### config.mk
export PLATFORM = sky130hd
export DESIGN_NAME = hscale_poly
export DESIGN_NICKNAME = d
export VERILOG_FILES = /design/src/rtl/hps_pkg.sv /design/src/rtl/hps_coef_bank.sv /design/src/rtl/hps_line_buf.sv /design/src/rtl/hps_fir.sv /design/src/rtl/hscale_poly.sv
export SDC_FILE = /design/constraint.sdc
export NUM_CORES = 2
export LEC_CHECK = 0
export BUFFER_PORTS_ARGS = -buffer_cell sky130_fd_sc_hd__buf_2
export CAP_MARGIN = 20
export CELL_PAD_IN_SITES_DETAIL_PLACEMENT = 0
export CELL_PAD_IN_SITES_GLOBAL_PLACEMENT = 1
export CORE_UTILIZATION = 45
export DETAILED_ROUTE_END_ITERATION = 10
export GPL_ROUTABILITY_DRIVEN = 0
export PLACE_DENSITY = 0.72
export RECOVER_POWER = 50
export SLEW_MARGIN = 20
export SYNTH_ARGS = -nofsm -noshare
export SYNTH_HDL_FRONTEND = slang
export SYNTH_HIERARCHICAL = 1
export SYNTH_SLANG_ARGS = --single-unit
### constraint.sdc
create_clock -name clk -period 18.02 [get_ports clk]
set_input_delay 4.505 -clock clk [delete_from_list [all_inputs] [get_ports clk]]
set_output_delay 4.505 -clock clk [all_outputs]
set_load 0.02 [all_outputs]
### src/rtl/hps_pkg.sv
`timescale 1ns/1ps
package hps_pkg;
  localparam int PIX_W   = 8;
  localparam int COEF_W  = 8;
  localparam int NTAP    = 5;
  localparam int CTR_TAP = 2;
  localparam int NPH     = 8;
  localparam int PH_W    = $clog2(NPH);
  localparam int TAP_W   = $clog2(NTAP);
  localparam int ACC_W   = 10;
  localparam int SHIFT   = 7;
  localparam int NBANK   = 2;
  localparam int SUM_W   = PIX_W + COEF_W + 5;

  typedef logic [PIX_W-1:0]  pix_t;
  typedef logic [COEF_W-1:0] coef_t;
  typedef enum logic {S_FILL, S_RUN} st_e;

  localparam logic signed [SUM_W-1:0] RND   = SUM_W'(1 << (SHIFT - 1));
  localparam logic signed [SUM_W-1:0] LO_V  = SUM_W'(16);
  localparam logic signed [SUM_W-1:0] HI_V  = SUM_W'(240);
  localparam logic signed [SUM_W-1:0] HI_F  = SUM_W'((1 << PIX_W) - 1);
  localparam coef_t                   UNITY = COEF_W'(1 << SHIFT);

  // One product: centre coefficient is unsigned, the others signed.
  function automatic logic signed [SUM_W-1:0] tap_term(coef_t c, pix_t p, logic centre);
    logic signed [SUM_W-1:0] cw, pw;
    cw = centre ? SUM_W'($signed({1'b0, c})) : SUM_W'($signed(c));
    pw = SUM_W'($signed({1'b0, p}));
    return cw * pw;
  endfunction

  // Round half up, divide by 2^SHIFT, clamp to the selected range.
  function automatic pix_t round_clamp(logic signed [SUM_W-1:0] s, logic full);
    logic signed [SUM_W-1:0] r, lo, hi;
    r  = (s + RND) >>> SHIFT;
    lo = full ? '0 : LO_V;
    hi = full ? HI_F : HI_V;
    if (r < lo)      return lo[PIX_W-1:0];
    else if (r > hi) return hi[PIX_W-1:0];
    else             return r[PIX_W-1:0];
  endfunction
endpackage

### src/rtl/hps_coef_bank.sv
`timescale 1ns/1ps
module hps_coef_bank
  import hps_pkg::*;
(
  input  logic                         clk,
  input  logic                         rst_n,
  input  logic                         lock,
  input  logic                         wr_en,
  input  logic                         wr_bank,
  input  logic [PH_W-1:0]              wr_phase,
  input  logic [TAP_W-1:0]             wr_tap,
  input  coef_t                        wr_data,
  input  logic                         rd_bank,
  input  logic [PH_W-1:0]              rd_phase,
  output logic [NTAP-1:0][COEF_W-1:0]  rd_taps
);
  logic [NBANK-1:0][NPH-1:0][NTAP-1:0][COEF_W-1:0] store;
  logic wr_hit;

  assign wr_hit = wr_en && !lock && (wr_tap < TAP_W'(NTAP));

  always_ff @(posedge clk or negedge rst_n) begin
    if (!rst_n) begin
      for (int b = 0; b < NBANK; b++)
        for (int p = 0; p < NPH; p++)
          for (int t = 0; t < NTAP; t++)
            store[b][p][t] <= (t == CTR_TAP) ? UNITY : '0;
    end else if (wr_hit) begin
      store[wr_bank][wr_phase][wr_tap] <= wr_data;
    end
  end

  assign rd_taps = store[rd_bank][rd_phase];

  // while locked, no coefficient may change
  p_bank_frozen_r7: assert property (@(posedge clk) disable iff (!rst_n)
    lock |=> $stable(store));
endmodule

### src/rtl/hps_line_buf.sv
`timescale 1ns/1ps
module hps_line_buf
  import hps_pkg::*;
#(
  parameter int MAX_PIX = 64,
  parameter int IDX_W   = $clog2(MAX_PIX)
) (
  input  logic                        clk,
  input  logic                        wr_en,
  input  logic [IDX_W-1:0]            wr_idx,
  input  pix_t                        wr_data,
  input  logic [IDX_W-1:0]            ctr,
  input  logic [IDX_W-1:0]            last_idx,
  output logic [NTAP-1:0][PIX_W-1:0]  win
);
  pix_t mem [MAX_PIX];

  always_ff @(posedge clk) begin
    if (wr_en) mem[wr_idx] <= wr_data;
  end

  // One read port per tap, neighbour index clipped to the line edges.
  for (genvar t = 0; t < NTAP; t++) begin : g_tap
    localparam int OFS = t - CTR_TAP;
    logic signed [IDX_W+1:0] pos;
    logic [IDX_W-1:0]        sel;
    always_comb begin
      pos = $signed({2'b00, ctr}) + $signed((IDX_W+2)'(OFS));
      if (pos[IDX_W+1])                           sel = '0;
      else if (pos > $signed({2'b00, last_idx}))  sel = last_idx;
      else                                        sel = pos[IDX_W-1:0];
    end
    assign win[t] = mem[sel];
  end
endmodule

### src/rtl/hps_fir.sv
`timescale 1ns/1ps
module hps_fir
  import hps_pkg::*;
(
  input  logic [NTAP-1:0][PIX_W-1:0]  win,
  input  logic [NTAP-1:0][COEF_W-1:0] taps,
  input  logic                        full_range,
  output pix_t                        pix_o
);
  logic signed [SUM_W-1:0] sum;

  always_comb begin
    sum = '0;
    for (int t = 0; t < NTAP; t++)
      sum = sum + tap_term(taps[t], win[t], t == CTR_TAP);
  end

  assign pix_o = round_clamp(sum, full_range);
endmodule

### src/rtl/hscale_poly.sv
`timescale 1ns/1ps
module hscale_poly
  import hps_pkg::*;
#(
  parameter int MAX_PIX = 64
) (
  input  logic               clk,
  input  logic               rst_n,
  input  logic               scale_en,
  input  logic               full_range,
  input  logic               sel_chroma,
  input  logic [ACC_W:0]     step,
  input  logic               cw_en,
  input  logic               cw_bank,
  input  logic [PH_W-1:0]    cw_phase,
  input  logic [TAP_W-1:0]   cw_tap,
  input  logic [COEF_W-1:0]  cw_data,
  input  logic               in_valid,
  output logic               in_ready,
  input  logic [PIX_W-1:0]   in_data,
  input  logic               in_last,
  output logic               out_valid,
  output logic [PIX_W-1:0]   out_data,
  output logic               out_last
);
  localparam int IDX_W = $clog2(MAX_PIX);

  st_e               state;
  logic [IDX_W-1:0]  wr_idx, last_idx, ctr;
  logic [ACC_W-1:0]  acc;
  logic [ACC_W:0]    acc_nxt;
  logic              adv, fin, take, fill_wr, line_end;
  logic              out_filt, out_rng;
  logic [PH_W-1:0]   phase;
  logic [NTAP-1:0][PIX_W-1:0]  win;
  logic [NTAP-1:0][COEF_W-1:0] taps;
  pix_t              fir_pix;

  assign in_ready = !scale_en || (state == S_FILL);
  assign take     = in_valid && in_ready;
  assign fill_wr  = take && scale_en;
  assign line_end = fill_wr && (in_last || wr_idx == IDX_W'(MAX_PIX - 1));
  assign acc_nxt  = {1'b0, acc} + step;
  assign adv      = acc_nxt[ACC_W];
  assign fin      = (state == S_RUN) && adv && (ctr == last_idx);
  assign phase    = acc[ACC_W-1 -: PH_W];

  hps_coef_bank u_bank (
    .clk      (clk),
    .rst_n    (rst_n),
    .lock     (scale_en),
    .wr_en    (cw_en),
    .wr_bank  (cw_bank),
    .wr_phase (cw_phase),
    .wr_tap   (cw_tap),
    .wr_data  (cw_data),
    .rd_bank  (sel_chroma),
    .rd_phase (phase),
    .rd_taps  (taps)
  );

  hps_line_buf #(.MAX_PIX(MAX_PIX), .IDX_W(IDX_W)) u_line (
    .clk      (clk),
    .wr_en    (fill_wr),
    .wr_idx   (wr_idx),
    .wr_data  (in_data),
    .ctr      (ctr),
    .last_idx (last_idx),
    .win      (win)
  );

  hps_fir u_fir (
    .win        (win),
    .taps       (taps),
    .full_range (full_range),
    .pix_o      (fir_pix)
  );

  always_ff @(posedge clk or negedge rst_n) begin
    if (!rst_n) begin
      state     <= S_FILL;
      wr_idx    <= '0;
      last_idx  <= '0;
      ctr       <= '0;
      acc       <= '0;
      out_valid <= 1'b0;
      out_data  <= '0;
      out_last  <= 1'b0;
      out_filt  <= 1'b0;
      out_rng   <= 1'b0;
    end else if (!scale_en) begin
      state     <= S_FILL;
      wr_idx    <= '0;
      out_valid <= in_valid;
      out_data  <= in_data;
      out_last  <= in_last;
      out_filt  <= 1'b0;
    end else begin
      unique case (state)
        S_FILL: begin
          out_valid <= 1'b0;
          out_last  <= 1'b0;
          out_filt  <= 1'b0;
          if (fill_wr) begin
            if (line_end) begin
              last_idx <= wr_idx;
              wr_idx   <= '0;
              ctr      <= '0;
              acc      <= '0;
              state    <= S_RUN;
            end else begin
              wr_idx <= wr_idx + 1'b1;
            end
          end
        end
        S_RUN: begin
          out_valid <= 1'b1;
          out_data  <= fir_pix;
          out_last  <= fin;
          out_filt  <= 1'b1;
          out_rng   <= full_range;
          acc       <= acc_nxt[ACC_W-1:0];
          if (adv) ctr <= ctr + 1'b1;
          if (fin) state <= S_FILL;
        end
        default: state <= S_FILL;
      endcase
    end
  end

  // the centre never walks beyond the stored line
  p_center_bound_r3: assert property (@(posedge clk) disable iff (!rst_n)
    (state == S_RUN) |-> (ctr <= last_idx));

  // the closing output coincides with input becoming acceptable again
  p_last_reopens_r2: assert property (@(posedge clk) disable iff (!rst_n)
    (out_valid && out_filt && out_last && scale_en) |-> in_ready);

  // video-range results stay inside [16,240]
  p_vid_range_r5: assert property (@(posedge clk) disable iff (!rst_n)
    (out_valid && out_filt && !out_rng) |-> (out_data >= 8'd16 && out_data <= 8'd240));

  // bypass forwards the pixel unchanged one clock later
  p_passthru_r6: assert property (@(posedge clk) disable iff (!rst_n)
    (!scale_en && in_valid) |=> (out_valid && out_data == $past(in_data) && out_last == $past(in_last)));
endmodule

---- Word-level counts from Yosys, hierarchy flattened ----
Memory sizes are Yosys's and may differ from the RTL's.
Index checks and enable logic that the tools add are counted.
storage, ports and cells
  memory bits (writable) .................. 512
  output and inout bits ................... 11
  bits in registers ....................... 679
  latch bits .............................. 0
  word-level logic and storage cells ...... 196
  memory bits (read-only) ................. 0
  memories ................................ 1
memories
  name        words  bits a word  rd ports  clocked after memory_dff  write ports  line                RTL
  u_line.mem  64     8            5         0                         1            hps_line_buf.sv:16  pix_t mem [MAX_PIX];
operators by class
  bitwise logic cells ..................... 1
  add/subtract/negate cells ............... 12
  reduce and logical (&&, ||, !) cells .... 17
  divide/modulo/power cells ............... 0
  equality and inequality tests ........... 8
  multiplexer cells ....................... 48
  magnitude comparators ................... 16
  multiply operators ...................... 5
  shift operators ......................... 0
operators by type and width
  cell                   count
  $mux 320               3
  $bwmux 640             1
  $demux 320 s1          1
  $bmux 40 s3            1
  $demux 40 s3           1
  $mux 6                 16
  $add 21x21->21         4
  $mux 40                2
  $mul 8x9->17           4
  $mux 8                 5
  $gt 8x7->1             4
  $demux 8 s3            1
  $add 21x8->21 const B  1
  $mux 10                2
  $pmux 10 s2            1
  $mul 8x8->16           1
  $gt 14x9->1            1
  $lt 14x6->1            1
  $add 6x1->6 const B    2
  $lt 3x4->1 const B     3
  $pmux 6 s2             1
  $add 10x11->11         1
  $logic_and 1x1->1      10
  $add 7x1->8 const B    1
  other kinds (22)       39

---- Logic depth before layout (Yosys ltp) ----
An unclocked memory read counts as a cell.
  word-level depth ........................ 16
  depth in mapped cells ................... 59

---- By module ----
Netlist, hierarchy kept.
by module, submodules not included
  module         cells each  area an instance (sq um)  times used
  hps_line_buf   4,256       39,492.9                  1
  hps_coef_bank  1,822       30,035.1                  1
  hps_fir        1,347       12,278.0                  1
  hscale_poly    233         2,309.7                   1

---- Worst setup path before layout ----
OpenSTA, ideal clock, no wires.
  path kind ............................... input to register
  start ................................... input sel_chroma
  end ..................................... register out_data[3]
  setup slack ............................. 2.860 ns
  library setup time ...................... 0.077 ns
  buffers on the path ..................... 2
  required time ........................... 17.943 ns
  arrival time ............................ 15.083 ns
  cell stages on the path ................. 43
  cell sequence ........................... buf_2 -> buf_2 -> mux4_2 -> a22oi_1 -> nand2_1 -> and2_1 -> fa_1 -> fa_1 -> ha_1 -> inv_1 -> fa_1 -> inv_1 -> ha_1 -> xor2_1 -> fa_1 -> inv_1 -> fa_1 -> inv_1 -> [7 not listed] -> fa_1 -> inv_1 -> fa_1 -> ha_1 -> and4b_1 -> a221oi_2 -> o21bai_1 -> xor2_1 -> ha_1 -> nor2b_1 -> o21ai_0 -> nand2b_1 -> a21oi_1 -> a41o_1 -> o31ai_2 -> mux2i_1 -> mux2i_1 -> a21oi_1
RTL lines
  what                  line                RTL
  from (decl)           hscale_poly.sv:11   input logic sel_chroma,
  to (signal assigned)  hscale_poly.sv:95   out_data <= in_data;
  to (signal assigned)  hscale_poly.sv:118  out_data <= fir_pix;
  to (decl)             hscale_poly.sv:23   output logic [PIX_W-1:0] out_data,

==> flow_summary.toml <==
[route]
wl_mm = 341.2
vias = 68760
via_per_inst = 6.805
ant_nets = 0
drt_first_pass_iters = 11
route.detailed.drc = 2
drtIter0Drc = 10751
wire_per_inst_um = 33.77

[hold_path]
min_path_type = "reg -> reg"
whs_path_depth = 2

[floorplan]
core_area_mm2 = 0.1856
die_width_um = 434.3
die_area_mm2 = 0.1887
rows = 158
initial_core_util_pct = 45.31
ios = 53
fp.dieH_um = 434.3

[clock_network]
clock_latency_ns = 0.85
cts_tree = "built"
ctsResizeCount = 0
cts_root_buf = "clkbuf_16"
ctsLongestPathBuffers = 3
clk_pin_slew_worst_paths_ns = 0.06
htreeDepth = 4
post_cts_buffers = 0
postCtsHoldBufs = 0
cts.sinks = 1191
cts_made_buffers = 136

[worst_setup_path]
path_max_fanout = 32
critical-path-max-stage-delay_ns = 0.83
crit_slowest_cell = "mux2i_1"
critical_path_class = "reg -> reg"
rrSetupSlack_ns = 1.74
reg2reg_depth = 50
critPathRequiredTime_ns = 18.71
critPathArrivalTime_ns = 16.97
end_kind = "flop"
critPathLaunchType = "flop"

[logic_synthesis]
synth_area_leaders = "dfrtp_1 20%, edfxtp_1 18%, mux2_2 9.7%"
yosys_warnings = 6
avgSynthCellArea_um2 = 10.98
synth_top_area_cell = "dfrtp_1"
ys_ff_latch = 1191
ys_types = 115
syn_inst = 7658
synth_nets = 8212
synth.top_cell.area_share_pct = 19.72
synth_edf_count = 512
ys.flop_type = "dfrtp_1"
syn-cell-area_mm2 = 0.08412
synthArstFlopShare_pct = 57.01
seq_area_frac_synth_pct = 38.50

[flow_run]
drv_cap = 16

[timing]
rsz0062_at_grt = "no"
worst-slew-pin-transition_ns = 5.258
min_period_ns = 16.28
tns_ns = 0
finClkSkew_ns = 0.06449
clock.fmax_ghz = 0.06143
finalCritPeriodShare_pct = 90.33
setup_violations = 0
relSlewSlack_pct = -250.5
drv_slew = 919
finalHoldViolCount = 0

[status]
failed_checks = "design-rule violations, max-capacitance violations, max-slew violations"
outcome = "finished, violations left"

[final_layout]
fin_area_mm2 = 0.09119
layout-drive-gt1-share_pct = 21.03
areaGrowthSynthToFinish_pct = 8.406
fin_nets = 8049
fill_cells = 16617
final_cell_mix = "1360 x nand2_1, 720 x mux2_2, 662 x dfrtp_1, 512 x edfxtp_1, 472 x mux2i_1"
post-route-util_pct = 49.12
layout_commonest_cell = "nand2_1"

[power_and_ir_drop]
power_per_cell_area_mw_per_mm2 = 150.3
vdd_ir_drop_max_mv = 0.3299
p_leak_nw = 38.80

[placement]
postPlaceCellArea_mm2 = 0.08697
dp_hpwl_mm = 233.7
numPortBuffers = 52

[global_routing]
grt_max_degree = 189
antenna_found_initial = 23
grt_pass1_wl_mm = 484.2
grt_pass1_vias = 65168
grtUsageTotal_pct = 35.83
grt_overflow_total = 0
[where the power goes]
part	switching, mW	internal (mW)
Clock	1.23	1.71
Sequential	0.0784	2.93
Combinational	5.13	2.62
Total	6.44	7.27
[synth_stat cells (85+ instances only)]
library cell     n
a31oi_1        147
nor2_1         148
nand2_1       1361
and3_1          90
nand3_1        202
mux2_2         721
buf_2          135
nand4_1         85
o22ai_1        195
clkbuf_1       285
inv_1          428
a22oi_1         90
mux2i_1        481
mux4_2         228
fa_1           288
a21oi_1        143
dfrtp_1        663
edfxtp_1       512
ha_1           224
and2_1         160
[per-stage QoR]
step	total power, mW	hold slack (ns)	std cells	worst slack [ns]
3_5_place_dp	10.49	0.4830	9835	1.479
3_3_place_gp	10.46	0.4694	9834	1.620
6_report	13.71	0.4879	10105	1.743
5_1_grt	14.29	0.5037	10090	1.304
2_1_floorplan	8.074	0.4538	7658	2.860
4_1_cts	13.46	0.4953	10086	2.207
[cell type report]
cell class,instances,area [µm²],share of cell area [%]
antenna,17,42.54,0.04665
clock buffer,180,3812,4.181
clock inverter,71,945.9,1.037
inverter,429,1610,1.766
multi-input combinational,5502,47470,52.06
sequential,1191,32390,35.52
tap,2480,3103,3.403
timing repair buffer,235,1813,1.988
[path summary, 6_finish.rpt]
check                            start                end
min                             acc[4]             acc[4]
max                        last_idx[3]        out_data[3]
max reg2reg                last_idx[3]        out_data[3]
max in group asynchronous        rst_n  u_bank/store[529]
min reg2reg                     acc[4]             acc[4]
min in group asynchronous        rst_n  u_bank/store[109]
[routing by layer]
metal | global-route usage (%) | vias up | wire length (µm)
met5 | 2.587 | - | 915
met4 | 18.42 | 26 | 22480
met3 | 15.20 | 1224 | 48330
met2 | 49.68 | 4872 | 138400
met1 | 47.16 | 34858 | 131100
li1 | - | 27780 | -
[flip-flops by register name (all words and copies together) (netlist names)]
signal,count
acc,10
ctr,6
last_idx,6
out_data,8
out_last,1
out_valid,1
state,1
u_bank/store,640
u_line/mem,512
wr_idx,6
[worst max-delay path, delay by kind of cell (launching register included)]
kind            cells  cell delay (ns)
compound gates     11             2.80
xor+xnor            2             0.72
fa+ha+maj          14             6.13
buf+inv            11             1.39
flops               1             0.63
mux                 4             1.64
simple gates        8             2.81
[logic make-up after synthesis]
kind of cell	after synthesis	share of synthesized area (%)
and+or+nand+nor	2308	13.28
DFF	1191	38.50
muxes	1490	22.54
adders and majority gates	512	10.19
xor gates and xnor gates	50	0.5474
AOI/OAI and AO/OA	1142	9.859
buffers and inverters	965	5.084
No activity file was read; power rests on OpenSTA's default activity.
